===== src/rtl/mcubus_pkg.sv =====
package mcubus_pkg;

   typedef enum logic [1:0] {
      CYC_DATA_WR = 2'd0,
      CYC_DATA_RD = 2'd1,
      CYC_CMD_WR  = 2'd2,
      CYC_STAT_RD = 2'd3
   } cyc_e;

   // Effective handshake: 0 follows the strap, 1 forces strobe/strobe, 2 forces enable/direction
   function automatic logic eff_mode(input int unsigned sel, input logic strap);
      if (sel == 1) return 1'b0;
      if (sel == 2) return 1'b1;
      return strap;
   endfunction

   function automatic logic rd_level(input logic m, input logic a, input logic b);
      return m ? (a & b) : ~a;
   endfunction

   function automatic logic wr_level(input logic m, input logic a, input logic b);
      return m ? (a & ~b) : ~b;
   endfunction

endpackage


===== src/rtl/mcubus_sync.sv =====
module mcubus_sync #(
   parameter int unsigned       W       = 8,
   parameter int unsigned       STAGES  = 2,
   parameter logic [W-1:0]      RST_VAL = '0
) (
   input  logic         clk,
   input  logic         rst_n,
   input  logic [W-1:0] d_i,
   output logic [W-1:0] q_o
);

   initial begin
      assert (STAGES >= 2) else $error("mcubus_sync: STAGES must be at least 2");
      assert (W >= 1)      else $error("mcubus_sync: W must be at least 1");
   end

   logic [W-1:0] stg [STAGES];

   genvar gi;
   generate
      for (gi = 0; gi < STAGES; gi++) begin : g_stage
         always_ff @(posedge clk or negedge rst_n) begin
            if (!rst_n) begin
               stg[gi] <= RST_VAL;
            end else if (gi == 0) begin
               stg[gi] <= d_i;
            end else begin
               stg[gi] <= stg[(gi == 0) ? 0 : gi - 1];
            end
         end
      end
   endgenerate

   assign q_o = stg[STAGES-1];

endmodule


===== src/rtl/mcubus_decode.sv =====
module mcubus_decode
   import mcubus_pkg::*;
#(
   parameter int unsigned BUS_MODE = 0
) (
   input  logic clk,
   input  logic rst_n,
   input  logic mode_s,
   input  logic cs_n_s,
   input  logic rs_s,
   input  logic a_s,
   input  logic b_s,
   output logic acc_vld_o,
   output cyc_e acc_type_o
);

   initial begin
      assert (BUS_MODE <= 2) else $error("mcubus_decode: BUS_MODE must be 0, 1 or 2");
   end

   logic mode_eff;
   logic sel;
   logic rd_lvl;
   logic wr_lvl;
   logic sel_rd;
   logic sel_wr;
   logic sel_rd_q;
   logic sel_wr_q;
   logic rs_q;
   logic rd_start;
   logic wr_done;

   generate
      if (BUS_MODE == 0) begin : g_strap
         assign mode_eff = mode_s;
      end else begin : g_fixed
         assign mode_eff = eff_mode(BUS_MODE, 1'b0);
      end
   endgenerate

   assign sel    = ~cs_n_s;
   assign rd_lvl = rd_level(mode_eff, a_s, b_s);
   assign wr_lvl = wr_level(mode_eff, a_s, b_s);
   assign sel_rd = sel & rd_lvl;
   assign sel_wr = sel & wr_lvl;

   always_ff @(posedge clk or negedge rst_n) begin
      if (!rst_n) begin
         sel_rd_q <= 1'b0;
         sel_wr_q <= 1'b0;
         rs_q     <= 1'b0;
      end else begin
         sel_rd_q <= sel_rd;
         sel_wr_q <= sel_wr;
         rs_q     <= rs_s;
      end
   end

   // read begins on strobe assertion; write completes on strobe release
   assign rd_start = sel_rd & ~sel_rd_q;
   assign wr_done  = sel_wr_q & ~wr_lvl;

   always_comb begin
      acc_vld_o   = 1'b0;
      acc_type_o  = CYC_DATA_WR;
      if (wr_done) begin
         acc_vld_o  = 1'b1;
         acc_type_o = rs_q ? CYC_CMD_WR : CYC_DATA_WR;
      end else if (rd_start) begin
         acc_vld_o  = 1'b1;
         acc_type_o = rs_s ? CYC_STAT_RD : CYC_DATA_RD;
      end
   end

   // deselected host produces no access
   p_idle_no_access_r6: assert property (@(posedge clk) disable iff (!rst_n)
      (cs_n_s && $past(cs_n_s)) |-> !acc_vld_o);

   // one access per strobe, never back-to-back from one write
   p_wr_single_r7: assert property (@(posedge clk) disable iff (!rst_n)
      wr_done |=> !wr_done);

endmodule


===== src/rtl/mcubus_regport.sv =====
module mcubus_regport
   import mcubus_pkg::*;
#(
   parameter int unsigned DW = 8
) (
   input  logic          clk,
   input  logic          rst_n,
   input  logic          acc_vld_i,
   input  cyc_e          acc_type_i,
   input  logic [DW-1:0] din_s,
   input  logic [DW-1:0] reg_rdata_i,
   input  logic [DW-1:0] status_i,
   output logic [DW-1:0] reg_addr_o,
   output logic [DW-1:0] reg_wdata_o,
   output logic          reg_we_o,
   output logic          reg_re_o,
   output logic [DW-1:0] rd_hold_o
);

   logic [DW-1:0] addr_q;
   logic [DW-1:0] wdata_q;
   logic          we_q;
   logic          re_q;
   logic [DW-1:0] hold_q;
   logic          cmd_wr;

   assign cmd_wr = acc_vld_i && (acc_type_i == CYC_CMD_WR);

   always_ff @(posedge clk or negedge rst_n) begin
      if (!rst_n) begin
         addr_q  <= '0;
         wdata_q <= '0;
         we_q    <= 1'b0;
         re_q    <= 1'b0;
         hold_q  <= '0;
      end else begin
         we_q <= 1'b0;
         re_q <= 1'b0;
         if (acc_vld_i) begin
            unique case (acc_type_i)
               CYC_CMD_WR:  addr_q <= din_s;
               CYC_DATA_WR: begin
                  wdata_q <= din_s;
                  we_q    <= 1'b1;
               end
               CYC_DATA_RD: begin
                  hold_q  <= reg_rdata_i;
                  re_q    <= 1'b1;
               end
               CYC_STAT_RD: hold_q <= status_i;
               default: ;
            endcase
         end
      end
   end

   assign reg_addr_o  = addr_q;
   assign reg_wdata_o = wdata_q;
   assign reg_we_o    = we_q;
   assign reg_re_o    = re_q;
   assign rd_hold_o   = hold_q;

   // address moves only on a command write
   p_addr_stable_r6: assert property (@(posedge clk) disable iff (!rst_n)
      !cmd_wr |=> $stable(addr_q));

   // write and read pulses never coincide and never stretch
   p_pulse_excl_r7: assert property (@(posedge clk) disable iff (!rst_n)
      $onehot0({we_q, re_q}));
   p_we_one_cycle_r7: assert property (@(posedge clk) disable iff (!rst_n)
      we_q |=> !we_q);

endmodule


===== src/rtl/mcubus_waitgen.sv =====
module mcubus_waitgen #(
   parameter int unsigned HOLD_CYC = 2
) (
   input  logic clk,
   input  logic rst_n,
   input  logic acc_vld_i,
   input  logic core_busy_i,
   output logic wait_n_o
);

   localparam int unsigned CW = (HOLD_CYC < 2) ? 1 : $clog2(HOLD_CYC + 1);
   localparam logic [CW-1:0] HOLD_LD = CW'(HOLD_CYC);

   initial begin
      assert (HOLD_CYC >= 1) else $error("mcubus_waitgen: HOLD_CYC must be at least 1");
   end

   logic [CW-1:0] cnt_q;
   logic          wait_n_q;

   always_ff @(posedge clk or negedge rst_n) begin
      if (!rst_n) begin
         cnt_q    <= '0;
         wait_n_q <= 1'b1;
      end else begin
         if (acc_vld_i) begin
            cnt_q <= HOLD_LD;
         end else if (cnt_q != '0) begin
            cnt_q <= cnt_q - 1'b1;
         end
         wait_n_q <= ~(core_busy_i | acc_vld_i | (cnt_q != '0));
      end
   end

   assign wait_n_o = wait_n_q;

   // busy core and fresh access both hold the host off
   p_busy_wait_r9: assert property (@(posedge clk) disable iff (!rst_n)
      core_busy_i |=> !wait_n_q);
   p_access_hold_r9: assert property (@(posedge clk) disable iff (!rst_n)
      acc_vld_i |=> (!wait_n_q ##1 !wait_n_q));

endmodule


===== src/rtl/mcubus_host_if.sv =====
module mcubus_host_if
   import mcubus_pkg::*;
#(
   parameter int unsigned DW          = 8,
   parameter int unsigned SYNC_STAGES = 2,
   parameter int unsigned HOLD_CYC    = 2,
   parameter int unsigned BUS_MODE    = 0
) (
   input  logic          clk,
   input  logic          rst_n,
   input  logic          mode_i,
   input  logic          cs_n_i,
   input  logic          rs_i,
   input  logic          strb_a_i,
   input  logic          strb_b_i,
   input  logic [DW-1:0] db_i,
   output logic [DW-1:0] db_o,
   output logic          db_oe_o,
   output logic          wait_n_o,
   input  logic          core_busy_i,
   output logic [DW-1:0] reg_addr_o,
   output logic [DW-1:0] reg_wdata_o,
   output logic          reg_we_o,
   output logic          reg_re_o,
   input  logic [DW-1:0] reg_rdata_i,
   input  logic [DW-1:0] status_i
);

   localparam int unsigned SW = DW + 5;
   localparam logic [SW-1:0] SYNC_RST = {1'b0, 1'b1, 1'b0, 1'b1, 1'b1, {DW{1'b0}}};

   initial begin
      assert (DW >= 1)          else $error("mcubus_host_if: DW must be at least 1");
      assert (SYNC_STAGES >= 2) else $error("mcubus_host_if: SYNC_STAGES must be at least 2");
      assert (BUS_MODE <= 2)    else $error("mcubus_host_if: BUS_MODE must be 0, 1 or 2");
   end

   logic [SW-1:0] raw_vec;
   logic [SW-1:0] syn_vec;
   logic          mode_s;
   logic          cs_n_s;
   logic          rs_s;
   logic          a_s;
   logic          b_s;
   logic [DW-1:0] din_s;
   logic          acc_vld;
   cyc_e          acc_type;
   logic [DW-1:0] rd_hold;
   logic          mode_raw;

   assign raw_vec = {mode_i, cs_n_i, rs_i, strb_a_i, strb_b_i, db_i};

   mcubus_sync #(
      .W       (SW),
      .STAGES  (SYNC_STAGES),
      .RST_VAL (SYNC_RST)
   ) u_sync (
      .clk   (clk),
      .rst_n (rst_n),
      .d_i   (raw_vec),
      .q_o   (syn_vec)
   );

   assign {mode_s, cs_n_s, rs_s, a_s, b_s, din_s} = syn_vec;

   mcubus_decode #(
      .BUS_MODE (BUS_MODE)
   ) u_decode (
      .clk         (clk),
      .rst_n       (rst_n),
      .mode_s      (mode_s),
      .cs_n_s      (cs_n_s),
      .rs_s        (rs_s),
      .a_s         (a_s),
      .b_s         (b_s),
      .acc_vld_o   (acc_vld),
      .acc_type_o  (acc_type)
   );

   mcubus_regport #(
      .DW (DW)
   ) u_regport (
      .clk         (clk),
      .rst_n       (rst_n),
      .acc_vld_i   (acc_vld),
      .acc_type_i  (acc_type),
      .din_s       (din_s),
      .reg_rdata_i (reg_rdata_i),
      .status_i    (status_i),
      .reg_addr_o  (reg_addr_o),
      .reg_wdata_o (reg_wdata_o),
      .reg_we_o    (reg_we_o),
      .reg_re_o    (reg_re_o),
      .rd_hold_o   (rd_hold)
   );

   mcubus_waitgen #(
      .HOLD_CYC (HOLD_CYC)
   ) u_waitgen (
      .clk         (clk),
      .rst_n       (rst_n),
      .acc_vld_i   (acc_vld),
      .core_busy_i (core_busy_i),
      .wait_n_o    (wait_n_o)
   );

   // bus driver follows the raw pins so it releases without synchroniser delay
   assign mode_raw = eff_mode(BUS_MODE, mode_i);
   assign db_oe_o  = ~cs_n_i & rd_level(mode_raw, strb_a_i, strb_b_i);
   assign db_o     = rd_hold;

   // returned byte is stable while the host keeps reading
   p_rdata_hold_r4: assert property (@(posedge clk) disable iff (!rst_n)
      (db_oe_o && $past(db_oe_o) && !acc_vld) |=> $stable(db_o));

endmodule


===== config.mk =====
export PLATFORM = sky130hd
export DESIGN_NAME = mcubus_host_if
export DESIGN_NICKNAME = d
export VERILOG_FILES = /design/src/rtl/mcubus_pkg.sv /design/src/rtl/mcubus_sync.sv /design/src/rtl/mcubus_decode.sv /design/src/rtl/mcubus_regport.sv /design/src/rtl/mcubus_waitgen.sv /design/src/rtl/mcubus_host_if.sv
export SDC_FILE = /design/constraint.sdc
export NUM_CORES = 1
export LEC_CHECK = 0
export BUFFER_PORTS_ARGS = -buffer_cell sky130_fd_sc_hd__buf_2
export CAP_MARGIN = 20
export CORE_MARGIN = 2
export CORE_UTILIZATION = 52
export CTS_BUF_LIST = sky130_fd_sc_hd__clkbuf_8
export CTS_CLUSTER_DIAMETER = 150
export CTS_CLUSTER_SIZE = 10
export DETAILED_ROUTE_END_ITERATION = 7
export HOLD_SLACK_MARGIN = 0.1
export PLACE_DENSITY = 0.8
export SYNTH_ARGS = -nofsm -noshare
export SYNTH_HDL_FRONTEND = slang
export SYNTH_SLANG_ARGS = --single-unit

===== constraint.sdc =====
create_clock -name clk -period 1.9 [get_ports clk]
set_clock_uncertainty 0.1 [all_clocks]
set_input_delay 0.095 -clock clk [delete_from_list [all_inputs] [get_ports clk]]
set_output_delay 0.095 -clock clk [all_outputs]
set_load 0.1 [all_outputs]

==> out/metrics.cfg, run 1 <==
[run_status]
status=complete, no violations

[cells_and_area]
regArea_um2=1460
syn_to_final_growth_pct=44.0
drive_gt1_frac=0.387
multi_input_area_um2=541
n_antenna_cell=0
finalNetCount=266
num-fill-cells=200

[synth]
yosysTopAreaCellShare=0.632
ys_seq_area_frac=0.723
synth.largest_area_cell=dfrtp_1
netlist_top_cells_area=dfrtp_1 63%, dfstp_2 9.1%, mux2_1 8.9%, mux2i_1 4.0%, o31ai_1 3.0%
synth_top_family_by_area=multiplexers
synth-seq-cells=58
muxShareOfSynthArea=0.129
avgSynthCellArea_um2=15.4
synth-compound-area-share=0.0625
synth_simple_gate_area_share=0.0638
synth-xor-area-share=0.00433
synth_cell_types=29
synthAdderAreaFrac=0.00619
yosysWarnings=0
synth_area_um2=2020
postSynthCellCount=131
synth_nets=164

[drt]
routed_wirelength_um=4510
viasPerCell=5.04
drc=0
ant_nets=0
dr.pass1.iters=4
wl_per_cell_um=15.8
num_vias=1442
drtIter0Drc=101

[die]
start_util=0.548
core.rowCount=22
dieArea_um2=4400
coreArea_um2=3690
die_w_um=66.3
die_h_um=66.3
ios=60

[worst_setup_path]
crit_family=buffers and inverters
path_class=input port to primary output
regToRegSetupSlack_ns=0.14
critPathBufInv=3
r2r_cells=3
crit_path_end=db_oe_o
critPathMaxStageDelay_ns=0.53
path_max_fanout=3
required_ns=1.70
crit_arrival_ns=1.63
rr_endpoint=u_regport.rd_hold_o[6]$_DFFE_PN0P_
start_kind=input port
worstSetupEndpointType=primary output
cp.depth=5
path_cells=dlygate4sd3_1 > buf_2 > or2_2 > a21oi_2 > buf_2
crit_slowest_cell=dlygate4sd3_1
cp_common_cell=buf_2
critPathLaunch=strb_a_i
rr_startpoint=u_sync.q_o[10]$_DFF_PN0_

[placed_design]
portBuffers=59
gp_congestion=0.629
dp_hpwl_um=2540

[clock_network]
clock-sinks=58
cts_made_buffers=9
cts_tree=built
cts-root-buf=clkbuf_8
clk_path_buf_depth=2
insertion_delay_ns=0.32
clk_pin_slew_ns=0.07
htree_levels=3
post_cts_buffers=0

[pwr]
switchingPower_mw=1.74
leakagePower_nw=1.43
p_int_mw=2.38
sw_frac_of_total=0.422
power_density_nw_per_um2=1420
peakVddDrop_uv=704
power_frac_comb=0.357
power_frac_clock=0.272
p_seq_frac=0.371

[hold_path]
worstHoldStart=u_sync.stg[23]$_DFF_PN0_
hold_path.class=register to register

[global_route]
grt_usage=0.233
antenna_found_initial=0
grt_overflow=0
grt_max_degree=59
grt_pass1_vias=1571
grt_pass1_wl_um=7190

[sta]
fmax_ghz=0.548
period_needed_ns=1.82
rsz0062_at_grt=no
hold_violations=0
drv_slew=0
tightest_slew_ns=0.687
holdWs_ns=0.249
fin_crit_sh=0.960
tns_ns=0
setup_violations=0
slew_headroom=0.542

[run]
drv_cap=0

-- per-stage QoR --
stage / util / power, mW / setup slack [ns] / instances / cell area (um^2)
after floorplan: - / 2.70 / 0.325 / 131 / 2020
after global placement: 0.649 / 2.93 / 0.289 / 239 / 2390
after detailed placement: 0.649 / 2.96 / 0.204 / 239 / 2390
after CTS: 0.788 / 4.13 / 0.0837 / 286 / 2910
after global routing: 0.789 / 4.29 / 0.0260 / 286 / 2910
final: 0.789 / 4.12 / 0.0766 / 286 / 2910
-- timing repair --
| item | in CTS | in global routing |
|---|---|---|
| gates resized for setup | 0 | 1 |
| endpoints found under the setup margin | 0 | 5 |
| hold buffers | 31 | 0 |
| endpoints found under the hold margin | 73 | 0 |
-- sequential cells by signal, summed over array words and instances (netlist names) --
register               count
u_waitgen.wait_n_o         1
u_decode.sel_rd_q          1
u_regport.rd_hold_o        8
u_decode.rs_q              1
u_decode.sel_wr_q          1
u_regport.reg_we_o         1
u_sync.stg                13
u_sync.q_o                13
u_regport.reg_wdata_o      8
u_regport.reg_addr_o       8
u_waitgen.cnt_q            2
u_regport.reg_re_o         1
-- cells in the final DEF, fill, tap and decap left out, drive strengths merged --
master and instances:
buf 62, dfrtp 51, dlygate4sd3 31, mux2 16, clkbuf 11, nand2 9, mux2i 8, o31ai 8
dfstp 7, nor2 6, inv 4, clkinv 3, or2 3, a21oi 2, nor2b 1, nand3b 1
and2 1, nand3 1, a211oi 1, and4b 1, o21ai 1, a22o 1, nor3 1, a221o 1
nor3b 1, o211ai 1, a211o 1, xor2 1, ha 1, clkinvlp 1, bufinv 1
-- worst min path at each step --
| stage | slack [ns] | cells after the start | end |
|---|---|---|---|
| 2_1_floorplan | -0.30 | 0 | u_decode.rs_q$_DFF_PN0_ |
| 4_1_cts | 0.25 | 0 | u_sync.q_o[10]$_DFF_PN0_ |
| 5_1_grt | 0.26 | 0 | u_sync.q_o[7]$_DFF_PN0_ |
| 3_3_place_gp | 0.10 | 1 | u_sync.stg[20]$_DFF_PN0_ |
| 3_5_place_dp | 0.10 | 1 | u_sync.stg[15]$_DFF_PN0_ |
| 6_report | 0.25 | 0 | u_sync.q_o[10]$_DFF_PN0_ |
-- area by class of cell --
class                   count  share of cell area
clock inverters             5              0.0181
clock buffers              11              0.0520
inverters                   4             0.00516
multi-input cells          67               0.186
well taps                  48              0.0206
flip-flops and latches     58               0.502
repair buffers             93               0.216
-- routing by layer --
| metal | up-vias | share of wire | global-route usage | wire [um] |
|---|---|---|---|---|
| li1 | 664 | - | - | - |
| met1 | 700 | 0.36 | 0.249 | 1630 |
| met2 | 57 | 0.55 | 0.395 | 2490 |
| met3 | 21 | 0.046 | 0.0647 | 206 |
| met4 | 0 | 0.040 | 0.163 | 182 |
| met5 | - | 0 | 0 | 0 |
-- power by group through the flow --
stage / clock network (mW) / logic, mW / registers [mW]
detailed placement: 0 / 1.41 / 1.55
global route: 1.22 / 1.53 / 1.55
finish: 1.12 / 1.47 / 1.53
floorplan: 0 / 0.217 / 2.48
CTS: 1.14 / 1.47 / 1.53
global placement: 0 / 1.39 / 1.54
-- synth_stat cells --
master    number
dfrtp_1       51
mux2_1        16
nand2_1        9
mux2i_1        8
o31ai_1        8
dfstp_2        7
nor2_1         5
inv_1          4
a21oi_1        2
or2_1          2
a211o_1        1
a211oi_1       1
a221o_1        1
a22o_1         1
and2_1         1
and4b_1        1
buf_1          1
buf_2          1
ha_1           1
nand3_1        1
nand3b_2       1
nor2_2         1
nor2b_1        1
nor3_1         1
nor3b_1        1
o211ai_2       1
o21ai_2        1
or2_2          1
xor2_1         1
-- kinds of logic after synthesis --
group | count (synthesis)
compound gates | 16
xor+xnor | 1
fa+ha+maj | 1
buf+inv | 6
flops | 58
mux | 24
simple gates | 25
(Power assumes the default switching activity.)
==> inputs of run 2 (changes only) <==
--- a/config.mk
+++ b/config.mk
@@ -14,6 +14,7 @@
 export CTS_CLUSTER_SIZE = 10
 export DETAILED_ROUTE_END_ITERATION = 7
 export HOLD_SLACK_MARGIN = 0.1
+export MAX_ROUTING_LAYER = met4
 export PLACE_DENSITY = 0.8
 export SYNTH_ARGS = -nofsm -noshare
 export SYNTH_HDL_FRONTEND = slang
==> run 2 against run 1 <==
- core utilization is the same
- combinational power about the same
- setup slack got worse by 0.0022 ns
- wire length hardly changed
- highest routed layer unchanged
==> out/metrics.cfg, run 2 (same netlist as run 1, synthesis figures left out) <==
[sta]
hold_violations=0
period_needed_ns=1.83
slew_headroom=0.542
setup_violations=0
rsz0062_at_grt=no
tns_ns=0
holdWs_ns=0.249
drv_slew=0
tightest_slew_ns=0.687
fin_crit_sh=0.961
fmax_ghz=0.548

[worst_setup_path]
regToRegSetupSlack_ns=0.14
rr_startpoint=u_sync.q_o[10]$_DFF_PN0_
cp.depth=5
crit_arrival_ns=1.63
crit_slowest_cell=dlygate4sd3_1
worstSetupEndpointType=primary output
critPathMaxStageDelay_ns=0.53
crit_family=buffers and inverters
r2r_cells=3
critPathBufInv=3
cp_common_cell=buf_2
start_kind=input port
required_ns=1.70
crit_path_end=db_oe_o
path_max_fanout=3
critPathLaunch=strb_a_i
rr_endpoint=u_regport.rd_hold_o[6]$_DFFE_PN0P_
path_cells=dlygate4sd3_1 > buf_2 > or2_2 > a21oi_2 > buf_2
path_class=input port to primary output

[placed_design]
post-place-cells=239
dp_hpwl_um=2540
gp_congestion=0.634
portBuffers=59

[cells_and_area]
n_antenna_cell=0
finalNetCount=266
final_cells=286
layout_commonest_cell=buf_2
final_cell_mix=59 x buf_2, 50 x dfrtp_1, 31 x dlygate4sd3_1
syn_to_final_growth_pct=44.0
num-fill-cells=200
drive_gt1_frac=0.387

[pwr]
power_density_nw_per_um2=1420
peakVddDrop_uv=705
leakagePower_nw=1.43

[drt]
drtIter0Drc=103
routed_wirelength_um=4510
viasPerCell=5.08
drc=0
dr.pass1.iters=5
wl_per_cell_um=15.8
num_vias=1453
ant_nets=0

[die]
die_w_um=66.3
core.rowCount=22
ios=60
coreArea_um2=3690
dieArea_um2=4400
start_util=0.548
die_h_um=66.3

[clock_network]
insertion_delay_ns=0.32
clk_pin_slew_ns=0.07
htree_levels=3
cts_made_buffers=9
cts_tree=built
cts-root-buf=clkbuf_8
clk_path_buf_depth=2
clock-sinks=58

[global_route]
grt_max_degree=59
grt_overflow=0
grt_pass1_wl_um=7190
grt_usage=0.240
antenna_found_initial=0
grt_pass1_vias=1570

[hold_path]
hold_path.class=register to register

[run]
drv_cap=0

[run_status]
status=complete, no violations

==> run 2: cell counts in the layout (fill, tap and decap cells not counted) <==
No cell type changed its count.
==> run 2: how the worst min path moves through the flow <==
stage	end	startpoint	cells after the start
after floorplan	u_decode.rs_q$_DFF_PN0_	rst_n	0
after global placement	u_sync.stg[20]$_DFF_PN0_	db_i[7]	1
after detailed placement	u_sync.stg[15]$_DFF_PN0_	db_i[2]	1
after CTS	u_sync.q_o[10]$_DFF_PN0_	u_sync.stg[23]$_DFF_PN0_	0
after global routing	u_sync.q_o[7]$_DFF_PN0_	u_sync.stg[20]$_DFF_PN0_	0
final	u_sync.q_o[10]$_DFF_PN0_	u_sync.stg[23]$_DFF_PN0_	0
==> run 2: per-layer routing <==
metal,wire (um),track usage,part of all wire,vias to the layer above
met1,1650,0.251,0.36,711
met5,0,-,0,-
li1,-,-,-,664
met2,2490,0.395,0.55,57
met4,182,0.163,0.040,0
met3,190,0.0630,0.042,21
==> run 2: cell type report <==
cell class / instances / area, um^2 / area share
flip-flops and latches: 58 / 1460 / 0.502
multi-input cells: 67 / 541 / 0.186
inverters: 4 / 15.0 / 0.00516
clock buffers: 11 / 151 / 0.0520
well taps: 48 / 60.1 / 0.0206
repair buffers: 93 / 628 / 0.216
clock inverters: 5 / 52.6 / 0.0181
==> run 2: what timing repair did <==
action / 4_1_cts / 5_1_grt
resized for setup: 0 / 1
endpoints found under the setup margin: 0 / 5
hold buffers: 31 / 0
hold endpoints to repair: 73 / 0
setup buffers: 0 / 0
==> run 2: metrics by stage <==
stage / utilization / total power [mW] / area, um^2 / setup WS (ns)
6_report: 0.789 / 4.12 / 2910 / 0.0744
5_1_grt: 0.789 / 4.29 / 2910 / 0.0268
3_3_place_gp: 0.649 / 2.93 / 2390 / 0.289
4_1_cts: 0.788 / 4.13 / 2910 / 0.0837
3_5_place_dp: 0.649 / 2.96 / 2390 / 0.204
2_1_floorplan: - / 2.70 / 2020 / 0.325
==> run 2: report_power, final <==
| part | total (mW) | leakage [nW] | internal, mW | switching, mW |
|---|---|---|---|---|
| Clock | 1.12 | 0.105 | 0.669 | 0.452 |
| Combinational | 1.47 | 0.641 | 0.287 | 1.19 |
| Sequential | 1.53 | 0.684 | 1.43 | 0.102 |
==> inputs of run 3 (changes only) <==
--- a/config.mk
+++ b/config.mk
@@ -7,7 +7,7 @@
 export LEC_CHECK = 0
 export BUFFER_PORTS_ARGS = -buffer_cell sky130_fd_sc_hd__buf_2
 export CAP_MARGIN = 20
-export CORE_MARGIN = 2
+export CORE_MARGIN = 3
 export CORE_UTILIZATION = 52
 export CTS_BUF_LIST = sky130_fd_sc_hd__clkbuf_8
 export CTS_CLUSTER_DIAMETER = 150
@@ -16,6 +16,7 @@
 export HOLD_SLACK_MARGIN = 0.1
 export MAX_ROUTING_LAYER = met4
 export PLACE_DENSITY = 0.8
+export SETUP_SLACK_MARGIN = 0.2
 export SYNTH_ARGS = -nofsm -noshare
 export SYNTH_HDL_FRONTEND = slang
 export SYNTH_SLANG_ARGS = --single-unit
==> run 3 against run 2 <==
- sequential share of layout area fell by 1.4 points
- largest cell class unchanged
- setup slack improved by 0.11 ns
- core utilization rose by 1.6 points
- global-route usage fell by 1.8 points
- register-to-register slack improved by 0.05 ns
- non-clock buffer count rose by 4
- count of clock-buffer cells in the layout rose by 2
- power rose by 2.5%
- combinational power rose by 3%
- hold slack got worse by 0.040 ns
==> out/metrics.cfg, run 3 (same netlist as run 1, synthesis figures left out) <==
[sta]
hold_violations=0
tightest_slew_ns=0.605
period_needed_ns=1.71
holdWs_ns=0.209
fin_crit_sh=0.902
tns_ns=0
slew_headroom=0.596
drv_slew=0
setup_violations=0
rsz0062_at_grt=yes
fmax_ghz=0.584

[pwr]
switchingPower_mw=1.76
p_seq_frac=0.363
power_frac_comb=0.359
p_int_mw=2.46
peakVddDrop_uv=721
leakagePower_nw=1.48
power_frac_clock=0.278
power_density_nw_per_um2=1410
sw_frac_of_total=0.417

[clock_network]
cts_made_buffers=9
insertion_delay_ns=0.32
clock-sinks=58
cts-root-buf=clkbuf_8
htree_levels=3
clk_path_buf_depth=2
clk_pin_slew_ns=0.06
cts_tree=built

[run]
drv_cap=0

[drt]
routed_wirelength_um=4820
num_vias=1494
drc=0
drtIter0Drc=119
dr.pass1.iters=4
viasPerCell=5.15
ant_nets=0
wl_per_cell_um=16.6

[die]
coreArea_um2=3720
core.rowCount=22
ios=60
die_h_um=68.3
dieArea_um2=4670
start_util=0.544
die_w_um=68.3

[worst_setup_path]
path_max_fanout=5
critPathMaxStageDelay_ns=0.57
start_kind=register
required_ns=2.00
path_cells=inv_1 > a22o_1 > a221o_1 > a211o_1
critPathBufInv=1
crit_family=compound AO/OA/AOI/OAI gates
path_class=register to register
crit_arrival_ns=1.81
crit_slowest_cell=dfstp_2
worstSetupEndpointType=register

[cells_and_area]
regArea_um2=1460
final_cell_mix=59 x buf_2, 51 x dfrtp_1, 31 x dlygate4sd3_1
syn_to_final_growth_pct=48.0
n_antenna_cell=0
drive_gt1_frac=0.401
multi_input_area_um2=569
num-fill-cells=191
finalNetCount=270
layout_commonest_cell=buf_2

[global_route]
grt_max_degree=34
grt_usage=0.221
grt_pass1_vias=1528
antenna_found_initial=0
grt_overflow=0
grt_pass1_wl_um=6970

[hold_path]
hold_path.class=input port to asynchronous set/reset pin

[placed_design]
gp_congestion=0.697
portBuffers=59
dp_hpwl_um=2700

[run_status]
status=complete, no violations

==> run 3: metrics by stage <==
| stage | area [um^2] | std cells | util | worst slack (ns) | power, mW |
|---|---|---|---|---|---|
| after detailed placement | 2410 | 240 | 0.649 | 0.224 | 2.98 |
| after floorplan | 2020 | 131 | - | 0.325 | 2.70 |
| after global placement | 2410 | 240 | 0.649 | 0.283 | 2.93 |
| after global routing | 2990 | 290 | 0.805 | 0.146 | 4.37 |
| final | 2990 | 290 | 0.805 | 0.187 | 4.23 |
| after CTS | 2950 | 287 | 0.794 | 0.226 | 4.21 |
==> run 3: metal layers <==
layer  vias to the layer above  global-route usage  wire length (um)
li1                        678                   -                 -
met1                       737               0.231              1870
met2                        59               0.367              2550
met3                        20              0.0542               210
met4                         0               0.151               182
met5                         -                   -                 0
==> run 3: final timing paths <==
kind,slack [ns],cells after the start,endpoint,from
max in group asynchronous,0.86,3,u_sync.stg[21]$_DFF_PN1_,rst_n
setup reg to reg,0.19,4,u_waitgen.cnt_q[1]$_DFFE_PN0P_,u_sync.q_o[9]$_DFF_PN1_
hold reg to reg,0.24,0,u_sync.q_o[10]$_DFF_PN0_,u_sync.stg[23]$_DFF_PN0_
min in group clk,0.24,0,u_sync.q_o[10]$_DFF_PN0_,u_sync.stg[23]$_DFF_PN0_
setup / recovery,0.19,4,u_waitgen.cnt_q[1]$_DFFE_PN0P_,u_sync.q_o[9]$_DFF_PN1_
hold / removal,0.21,2,u_regport.rd_hold_o[3]$_DFFE_PN0P_,rst_n
==> run 3: worst register-to-register path, delay by kind of cell (launching register included) <==
family	cells	cell delay, ns
buffers and inverters	1	0.05
AOI/OAI and AO/OA	3	0.87
DFF	1	0.57
==> run 3: layout make-up <==
| type | instances | area share |
|---|---|---|
| Inverter | 4 | 0.00502 |
| Tap cell | 48 | 0.0201 |
| Clock inverter | 3 | 0.0125 |
| Timing Repair Buffer | 97 | 0.224 |
| Sequential cell | 58 | 0.488 |
| Multi-Input combinational cell | 67 | 0.190 |
| Clock buffer | 13 | 0.0598 |
==> run 3: power groups by stage <==
| stage | Sequential [mW] | Clock [mW] | Combinational [mW] |
|---|---|---|---|
| 6_report | 1.53 | 1.17 | 1.52 |
| 5_1_grt | 1.55 | 1.24 | 1.58 |
| 4_1_cts | 1.53 | 1.20 | 1.49 |
| 3_5_place_dp | 1.55 | 0 | 1.43 |
| 3_3_place_gp | 1.53 | 0 | 1.40 |
| 2_1_floorplan | 2.48 | 0 | 0.217 |
==> run 3: timing repair <==
action	in CTS	in global routing
gates resized for setup	1	5
pin swaps	0	3
gates cloned	0	0
endpoints found under the setup margin	3	18
endpoints found under the hold margin	74	0
buffers inserted	0	3
hold buffers	31	0
